<file path="src/rtl/stq_pkg.sv">
package stq_pkg;
  typedef struct packed {
    logic push;
    logic pop;
    logic selLock;
  } stqStrobes_t;
endpackage

</file>
<file path="src/rtl/stq_datapath.sv">
module stq_datapath
  import stq_pkg::*;
#(
  parameter int AW = 32,
  parameter int DW = 32,
  parameter int DEPTH = 8,
  localparam int PW = (DEPTH > 1) ? $clog2(DEPTH) : 1,
  localparam int CW = $clog2(DEPTH + 1)
) (
  input  logic          clk,
  input  logic          rst,
  input  stqStrobes_t   strobes,
  input  logic [AW-1:0] stAddr,
  input  logic [DW-1:0] stData,
  input  logic [AW-1:0] lkAddr,
  input  logic [DW-1:0] lkData,
  output logic [CW-1:0] count,
  output logic          empty,
  output logic          full,
  output logic [AW-1:0] memAddr,
  output logic [DW-1:0] memData
);
  logic [AW-1:0] addrQ [DEPTH];
  logic [DW-1:0] dataQ [DEPTH];
  logic [PW-1:0] wrPtr, rdPtr;

  for (genvar e = 0; e < DEPTH; e++) begin : g_entry
    always_ff @(posedge clk) begin
      if (strobes.push && wrPtr == PW'(e)) begin
        addrQ[e] <= stAddr;
        dataQ[e] <= stData;
      end
    end
  end

  function automatic logic [PW-1:0] nextPtr(input logic [PW-1:0] p);
    return (p == PW'(DEPTH - 1)) ? '0 : p + PW'(1);
  endfunction

  always_ff @(posedge clk) begin
    if (rst) begin
      wrPtr <= '0;
      rdPtr <= '0;
      count <= '0;
    end else begin
      if (strobes.push) wrPtr <= nextPtr(wrPtr);
      if (strobes.pop)  rdPtr <= nextPtr(rdPtr);
      case ({strobes.push, strobes.pop})
        2'b10:   count <= count + CW'(1);
        2'b01:   count <= count - CW'(1);
        default: count <= count;
      endcase
    end
  end

  assign empty   = (count == '0);
  assign full    = (count == CW'(DEPTH));
  assign memAddr = strobes.selLock ? lkAddr : addrQ[rdPtr];
  assign memData = strobes.selLock ? lkData : dataQ[rdPtr];

  p_no_overflow_r1: assert property (@(posedge clk) disable iff (rst)
    full |-> !strobes.push);
  p_no_underflow_r2: assert property (@(posedge clk) disable iff (rst)
    empty |-> !strobes.pop);
endmodule

</file>
<file path="src/rtl/stq_control.sv">
module stq_control
  import stq_pkg::*;
#(
  parameter int DEPTH = 8,
  localparam int CW = $clog2(DEPTH + 1)
) (
  input  logic          clk,
  input  logic          rst,
  input  logic          stValid,
  input  logic          lkValid,
  input  logic          lkDrain,
  input  logic          syncStart,
  input  logic          syncWait,
  input  logic          memReady,
  input  logic [CW-1:0] count,
  input  logic          empty,
  input  logic          full,
  output stqStrobes_t   strobes,
  output logic          stReady,
  output logic          lkReady,
  output logic          memValid,
  output logic          memLock,
  output logic          waitDone
);
  logic holdStore, holdLock, selLock, pushNow, popNow;
  logic [CW-1:0] markCnt, markNext;

  // A transaction already on the port keeps it; otherwise a lock may go
  // (draining ones only on an empty queue), else the queue head.
  assign selLock  = holdLock | (~holdStore & lkValid & (~lkDrain | empty));
  assign memValid = selLock ? lkValid : ~empty;
  assign memLock  = selLock & memValid;
  assign stReady  = ~full;
  assign pushNow  = stValid & ~full;
  assign popNow   = memValid & memReady & ~selLock;
  assign lkReady  = memLock & memReady;
  assign strobes  = '{push: pushNow, pop: popNow, selLock: selLock};

  always_ff @(posedge clk) begin
    if (rst) begin
      holdStore <= 1'b0;
      holdLock  <= 1'b0;
    end else begin
      holdStore <= memValid & ~memReady & ~selLock;
      holdLock  <= memValid & ~memReady & selLock;
    end
  end

  always_comb begin
    if (syncStart)
      markNext = count - CW'(popNow);
    else if (popNow && markCnt != '0)
      markNext = markCnt - CW'(1);
    else
      markNext = markCnt;
  end

  always_ff @(posedge clk) begin
    if (rst) markCnt <= '0;
    else     markCnt <= markNext;
  end

  assign waitDone = syncWait & (markCnt == '0);

  p_drain_lock_r7: assert property (@(posedge clk) disable iff (rst)
    (memLock && lkDrain && !holdLock) |-> empty);
  p_mark_bound_r4: assert property (@(posedge clk) disable iff (rst)
    markCnt <= count);
endmodule

</file>
<file path="src/rtl/stq_top.sv">
module stq_top
  import stq_pkg::*;
#(
  parameter int AW = 32,
  parameter int DW = 32,
  parameter int DEPTH = 8
) (
  input  logic          clk,
  input  logic          rst,
  input  logic          stValid,
  output logic          stReady,
  input  logic [AW-1:0] stAddr,
  input  logic [DW-1:0] stData,
  input  logic          syncStart,
  input  logic          syncWait,
  output logic          waitDone,
  input  logic          lkValid,
  output logic          lkReady,
  input  logic          lkDrain,
  input  logic [AW-1:0] lkAddr,
  input  logic [DW-1:0] lkData,
  output logic          memValid,
  input  logic          memReady,
  output logic [AW-1:0] memAddr,
  output logic [DW-1:0] memData,
  output logic          memLock
);
  localparam int CW = $clog2(DEPTH + 1);

  stqStrobes_t   strobes;
  logic [CW-1:0] count;
  logic          empty, full;

  stq_control #(.DEPTH(DEPTH)) u_ctrl (
    .clk(clk), .rst(rst), .stValid(stValid), .lkValid(lkValid),
    .lkDrain(lkDrain), .syncStart(syncStart), .syncWait(syncWait),
    .memReady(memReady), .count(count), .empty(empty), .full(full),
    .strobes(strobes), .stReady(stReady), .lkReady(lkReady),
    .memValid(memValid), .memLock(memLock), .waitDone(waitDone)
  );

  stq_datapath #(.AW(AW), .DW(DW), .DEPTH(DEPTH)) u_dp (
    .clk(clk), .rst(rst), .strobes(strobes), .stAddr(stAddr),
    .stData(stData), .lkAddr(lkAddr), .lkData(lkData), .count(count),
    .empty(empty), .full(full), .memAddr(memAddr), .memData(memData)
  );

  p_hold_r3: assert property (@(posedge clk) disable iff (rst)
    (memValid && !memReady) |=> (memValid && $stable(memAddr)
                                 && $stable(memData) && $stable(memLock)));
  p_no_midstore_bypass_r8: assert property (@(posedge clk) disable iff (rst)
    (memValid && !memReady && !memLock) |=> !memLock);
endmodule

</file>
<file path="config.mk">
export PLATFORM = sky130hd
export DESIGN_NAME = stq_top
export DESIGN_NICKNAME = d
export VERILOG_FILES = /design/src/rtl/stq_pkg.sv /design/src/rtl/stq_datapath.sv /design/src/rtl/stq_control.sv /design/src/rtl/stq_top.sv
export SDC_FILE = /design/constraint.sdc
export NUM_CORES = 1
export LEC_CHECK = 0
export ABC_AREA = 1
export BUFFER_PORTS_ARGS = -buffer_cell sky130_fd_sc_hd__buf_2
export CORE_UTILIZATION = 25
export CTS_CLUSTER_SIZE = 8
export DETAILED_ROUTE_END_ITERATION = 10
export GPL_TIMING_DRIVEN = 0
export RECOVER_POWER = 50
export SLEW_MARGIN = 5
export SYNTH_ARGS = -nofsm -noshare
export SYNTH_HDL_FRONTEND = slang
export SYNTH_SLANG_ARGS = --single-unit
</file>
<file path="constraint.sdc">
create_clock -name clk -period 6.1 [get_ports clk]
set_input_delay 0.305 -clock clk [delete_from_list [all_inputs] [get_ports clk]]
set_output_delay 0.305 -clock clk [all_outputs]
set_load 0.02 [all_outputs]
</file>
==> results of run 1 <==
## layout make-up
cell class	count	area, um^2
Antenna cell	2	5.00
Buffer	114	519
Clock buffer	88	2030
Clock inverter	6	63.8
Fill cell	8547	58000
Inverter	31	116
Multi-Input combinational cell	1067	5140
Sequential cell	531	15800
Tap cell	1144	1430
Timing Repair Buffer	317	2070
## logic make-up (layout without fill, tap and decap cells)
logic type                 after synthesis  after routing  synth area share [%]
AOI/OAI and AO/OA                      430            430                  11.6
xor gates and xnor gates                 5              5                 0.204
adders and majority gates               14             14                 0.814
buffers and inverters                  145            556                  2.97
DFF                                    531            531                  73.3
muxes                                    1              1                0.0465
other                                    0              2                     0
and+or+nand+nor                        617            617                  11.2
## power by group
part | internal [mW] | leakage (nW) | switching (mW)
clock | 2.32 | 1.03 | 1.46
sequential | 4.20 | 4.81 | 0.0530
combinational | 0.953 | 3.43 | 2.32
total | 7.47 | 9.26 | 3.83
## registers in the layout (all words and copies together) (netlist names), named ones only
name              cells
u_ctrl.holdStore      1
u_dp.wrPtr            3
u_ctrl.markCnt        4
u_dp.rdPtr            3
u_dp.count            4
u_dp.dataQ          256
u_dp.addrQ          256
u_ctrl.holdLock       1
## stage by stage
step | TNS (ps) | power, mW
2_1_floorplan | 0 | 6.26
5_1_grt | 0 | 11.9
6_report | 0 | 11.3
3_5_place_dp | 0 | 7.65
4_1_cts | 0 | 11.5
3_3_place_gp | -1550490 | 7.62
## routing by layer
metal / wire (um) / global-route usage [%]
met5: 39 / 0
met4: 1050 / 3.46
met3: 4340 / 3.01
met2: 31100 / 24.3
met1: 26800 / 18.9
## critical path, cell delays in order (launching register included)
cell and delay (ps):
dfxtp_1 350, nor2_1 200, nand2_1 110, nand2_1 70, a31oi_1 120, inv_1 90, clkbuf_1 580, buf_2 540
nand2_1 220, nand2_1 160, buf_2 180
## Yosys cell counts (2+ instances only)
master,instances
buf_1,17
xor2_1,4
nor3_1,8
buf_4,3
nor2_1,406
dfxtp_1,19
o211ai_1,129
nand3_1,50
inv_2,2
edfxtp_1,512
buf_6,4
clkbuf_1,48
a211oi_1,2
o21ai_1,22
buf_2,42
o21ai_0,266
ha_1,14
nand2_1,151
a21oi_1,9
inv_1,29
## repair_timing
item | in CTS | in global routing
gates resized for setup | 0 | 0
setup endpoints to repair | 0 | 0
hold buffers | 66 | 0
endpoints found under the hold margin | 498 | 0
## final timing paths
kind,startpoint,endpoint,slack [ps]
hold / removal,stValid,u_dp.wrPtr[2],40
setup reg to reg,u_dp.count[0],u_dp.addrQ[4][7],2630
hold reg to reg,u_ctrl.markCnt[2],u_ctrl.markCnt[2],520
setup / recovery,u_dp.count[1],memAddr[8],2540
==> results.json, run 1 <==
{
  "status": "completed",
  "grt_pass1_wl_um": 91300,
  "cts_root_buf": "clkbuf_16",
  "synthToLayoutAreaGrowth_pct": 26.1,
  "ff2ff_path_depth": 9,
  "wl_per_cell_um": 19.2,
  "synth_edf_count": 512,
  "pre_cts_slack_ps": 3260,
  "grt_start_max_net_pins": 25,
  "fp.dieW_um": 295,
  "cts_htree_levels": 3,
  "drtAntennaViolNets": 0,
  "p_per_area_mw_per_mm2": 417,
  "syn_nets": 1893,
  "core_mm2": 0.0851,
  "period_share_pct": 58.3,
  "mostFrequentLayoutCell": "edfxtp_1",
  "fin_nets": 2289,
  "gp_congestion": 0.745,
  "cp.required_ps": 5790,
  "setup_viol": 0,
  "fin_skew_ps": 17.3,
  "fin_cells": 3300,
  "remaining_drc_errors": 0,
  "min_period_ps": 3560,
  "drt_iter0_drc": 1256,
  "layout_common_cells": "edfxtp_1, nor2_1, o21ai_0",
  "hpwl_um": 43800,
  "start_util_pct": 25.3,
  "cts.sinks": 531,
  "fin_util_pct": 31.9,
  "worstPathArrival_ps": 3250,
  "fin_area_mm2": 0.0271,
  "p_leak_nw": 9.26,
  "min_path_type": "primary input to register",
  "die_area_mm2": 0.0872,
  "path_class": "register to primary output",
  "num_rows": 107,
  "crit_path_max_fanout": 10,
  "dpl-instance-area_mm2": 0.0245,
  "synth_async_sr_flop_share_pct": 0,
  "yosysUniqueCellTypes": 26,
  "io_pins": 205,
  "synthFlopType": "edfxtp_1",
  "drive_gt1_share_pct": 14.9,
  "drv_slew": 0,
  "antenna_found_initial": 5,
  "synth_area_leader_cell": "edfxtp_1",
  "cts_made_buffers": 77,
  "ir_worst_vdd_v": 0.000239,
  "cp-start-kind": "register",
  "grt_overflow_total": 0,
  "die_height_um": 295,
  "postCtsSetupRepairBufs": 0,
  "synth_top_area_share_pct": 71.5,
  "yosys_warnings": 0,
  "first_pass_iters": 6,
  "layout_setup_ws_ps": 2540,
  "cts_buffer_depth": 3,
  "relSlewSlack_pct": 44.0,
  "io_buffers": 204,
  "drt-total-wl_um": 63400,
  "worst_pin_slew_ps": 840,
  "cap_violations": 0,
  "synth_area_mm2": 0.0215,
  "fmax_mhz": 281,
  "synth_cells": 1743,
  "rsz0062_at_grt": "no",
  "hold_path_depth": 4,
  "report.final.hold_viol_count": 0,
  "cts_tree": "built",
  "grt_pass1_vias": 14000,
  "ys_seq_area_share_pct": 73.3,
  "clk_latency_ps": 600,
  "ys_ff_latch": 531,
  "placed_cells": 3138,
  "vias_per_cell": 4.52,
  "end_kind": "primary output",
  "synthTopCellsByArea": "edfxtp_1, nor2_1, o21ai_0",
  "avgSynthCellArea_um2": 12.3,
  "path_clk_slew_ps": 50,
  "vias": 14900,
  "holdWs_ps": 44.9,
  "grt_usage_pct": 14.4
}
Power figures use the tool's default switching activity.
==> inputs of run 2 (changes only) <==
==> constraint.sdc (replaced) <==
create_clock -name clk -period 3.75 [get_ports clk]
set_input_delay 0.1875 -clock clk [delete_from_list [all_inputs] [get_ports clk]]
set_output_delay 0.1875 -clock clk [all_outputs]
set_load 0.02 [all_outputs]
==> results.json, run 2 (synthesis gave the netlist of run 1 again) <==
{
  "mostFrequentLayoutCell": "edfxtp_1",
  "drv_slew": 0,
  "min_path_type": "primary input to register",
  "worstPathArrival_ps": 3630,
  "start_util_pct": 25.3,
  "p_per_area_mw_per_mm2": 675,
  "cts_root_buf": "clkbuf_16",
  "power_mw": 18.5,
  "fmax_mhz": 304,
  "r2r_end": "u_dp.addrQ[7][11]",
  "grt_pass1_wl_um": 91800,
  "cap_violations": 0,
  "cts_tree": "built",
  "fin_skew_ps": 17.0,
  "cts.repair.resized": 0,
  "cp.buffers_inverters": 3,
  "cp.required_ps": 4100,
  "crit_path_max_fanout": 23,
  "drt-total-wl_um": 63500,
  "fin_nets": 2276,
  "grt_overflow_total": 0,
  "cts_htree_levels": 3,
  "vias": 15000,
  "layout_common_cells": "edfxtp_1, nor2_1, o21ai_0",
  "hpwl_um": 43000,
  "postCtsSetupRepairBufs": 0,
  "wl_per_cell_um": 19.3,
  "grt_start_max_net_pins": 25,
  "gp_congestion": 0.745,
  "drt_iter0_drc": 1205,
  "path_clk_slew_ps": 50,
  "cp-start-kind": "register",
  "die_area_mm2": 0.0872,
  "synthToLayoutAreaGrowth_pct": 27.4,
  "fin_util_pct": 32.2,
  "min_period_ps": 3290,
  "relSlewSlack_pct": 34.3,
  "status": "completed",
  "grt_pass1_vias": 14200,
  "crit_family": "buffers and inverters",
  "remaining_drc_errors": 0,
  "cp_num_cells": 7,
  "worst_pin_slew_ps": 986,
  "num_rows": 107,
  "finalSetupTns_ps": 0,
  "min-delay-start": "rst",
  "cts_buffer_depth": 3,
  "path_common_cell": "nor2_1",
  "setup_viol": 0,
  "vias_per_cell": 4.56,
  "cp_cell_sequence": "nor2_1 > nand3_1 > nand2_1 > clkbuf_1 > nor2_1 > clkbuf_2 > buf_16",
  "end_kind": "register",
  "holdWs_ps": 400,
  "crit_path_start": "u_dp.count[1]",
  "reg.largest.list": "u_dp.addrQ (256), u_dp.dataQ (256)",
  "min_to": "u_dp.wrPtr[0]",
  "cpPeakStageDelay_ps": 760,
  "critPathSlowestCell": "clkbuf_1",
  "antenna_found_initial": 11,
  "report.final.hold_viol_count": 0,
  "cts.sinks": 531,
  "fp.dieW_um": 295,
  "first_pass_iters": 5,
  "io_pins": 205,
  "drtAntennaViolNets": 0,
  "drive_gt1_share_pct": 14.5,
  "die_height_um": 295,
  "ir_worst_vdd_v": 0.000328,
  "p_leak_nw": 9.33,
  "period_share_pct": 87.6,
  "ff2ff_path_depth": 7,
  "r2r-start": "u_dp.count[1]",
  "io_buffers": 204,
  "hold_path_depth": 3,
  "clk_latency_ps": 610,
  "rsz0062_at_grt": "no",
  "core_mm2": 0.0851,
  "hold_buffers": 70,
  "cts_made_buffers": 76,
  "grt_usage_pct": 14.4,
  "path_class": "register to register",
  "rrSetupSlack_ps": 460
}
run 2: changes by cell type in the layout (fill, tap and decap cells not counted), sizes merged:
cell and delta:
buf -12, dlygate4sd3 +4, diode +3, clkbuf -2, clkinv -2
run 2: power by group:
| part | internal, mW | leakage [nW] | switching (mW) | total, mW |
|---|---|---|---|---|
| Clock | 3.79 | 1.03 | 2.39 | 6.18 |
| Sequential | 6.82 | 4.81 | 0.0879 | 6.91 |
| Combinational | 1.59 | 3.50 | 3.82 | 5.41 |
run 2: layout make-up:
type                            instances  area [um^2]
Fill cell                            8590        57700
Sequential cell                       531        15800
Multi-Input combinational cell       1067         5180
Timing Repair Buffer                  305         2280
Clock buffer                           90         2050
Tap cell                             1144         1430
Buffer                                114          520
Inverter                               31          116
Clock inverter                          4         48.8
Antenna cell                            5         12.5
run 2: routing by layer:
metal,GRT usage [%],part of all wire [%],vias to the layer above
met5,0,0.12,-
met4,4.57,2.4,12
met3,3.01,7.5,117
met2,23.9,48,555
met1,18.7,42,7247
li1,-,-,7079
run 2: worst max path at each step:
stage | slack [ps] | end
after floorplan | -480 | u_dp.addrQ[3][0]
after global placement | -3150 | u_dp.addrQ[3][2]
after detailed placement | 790 | u_dp.addrQ[1][7]
after CTS | 590 | memData[11]
after global routing | 300 | u_dp.addrQ[7][12]
final | 460 | u_dp.addrQ[7][11]
run 2: through the flow:
| stage | std cells | worst slack [ps] | instance area (um^2) |
|---|---|---|---|
| after floorplan | 1743 | -479 | 21500 |
| after global placement | 3091 | -3150 | 24000 |
| after detailed placement | 3122 | 793 | 24700 |
| after CTS | 3286 | 585 | 27500 |
| after global routing | 3289 | 299 | 27400 |
| final | 3291 | 464 | 27400 |
run 2: worst register-to-register path, stage by stage, from the launching register on:
cell      delay, ps
dfxtp_1         350
nor2_1          200
nand3_1         210
nand2_1         190
clkbuf_1        760
nor2_1          340
clkbuf_2        590
buf_16          370
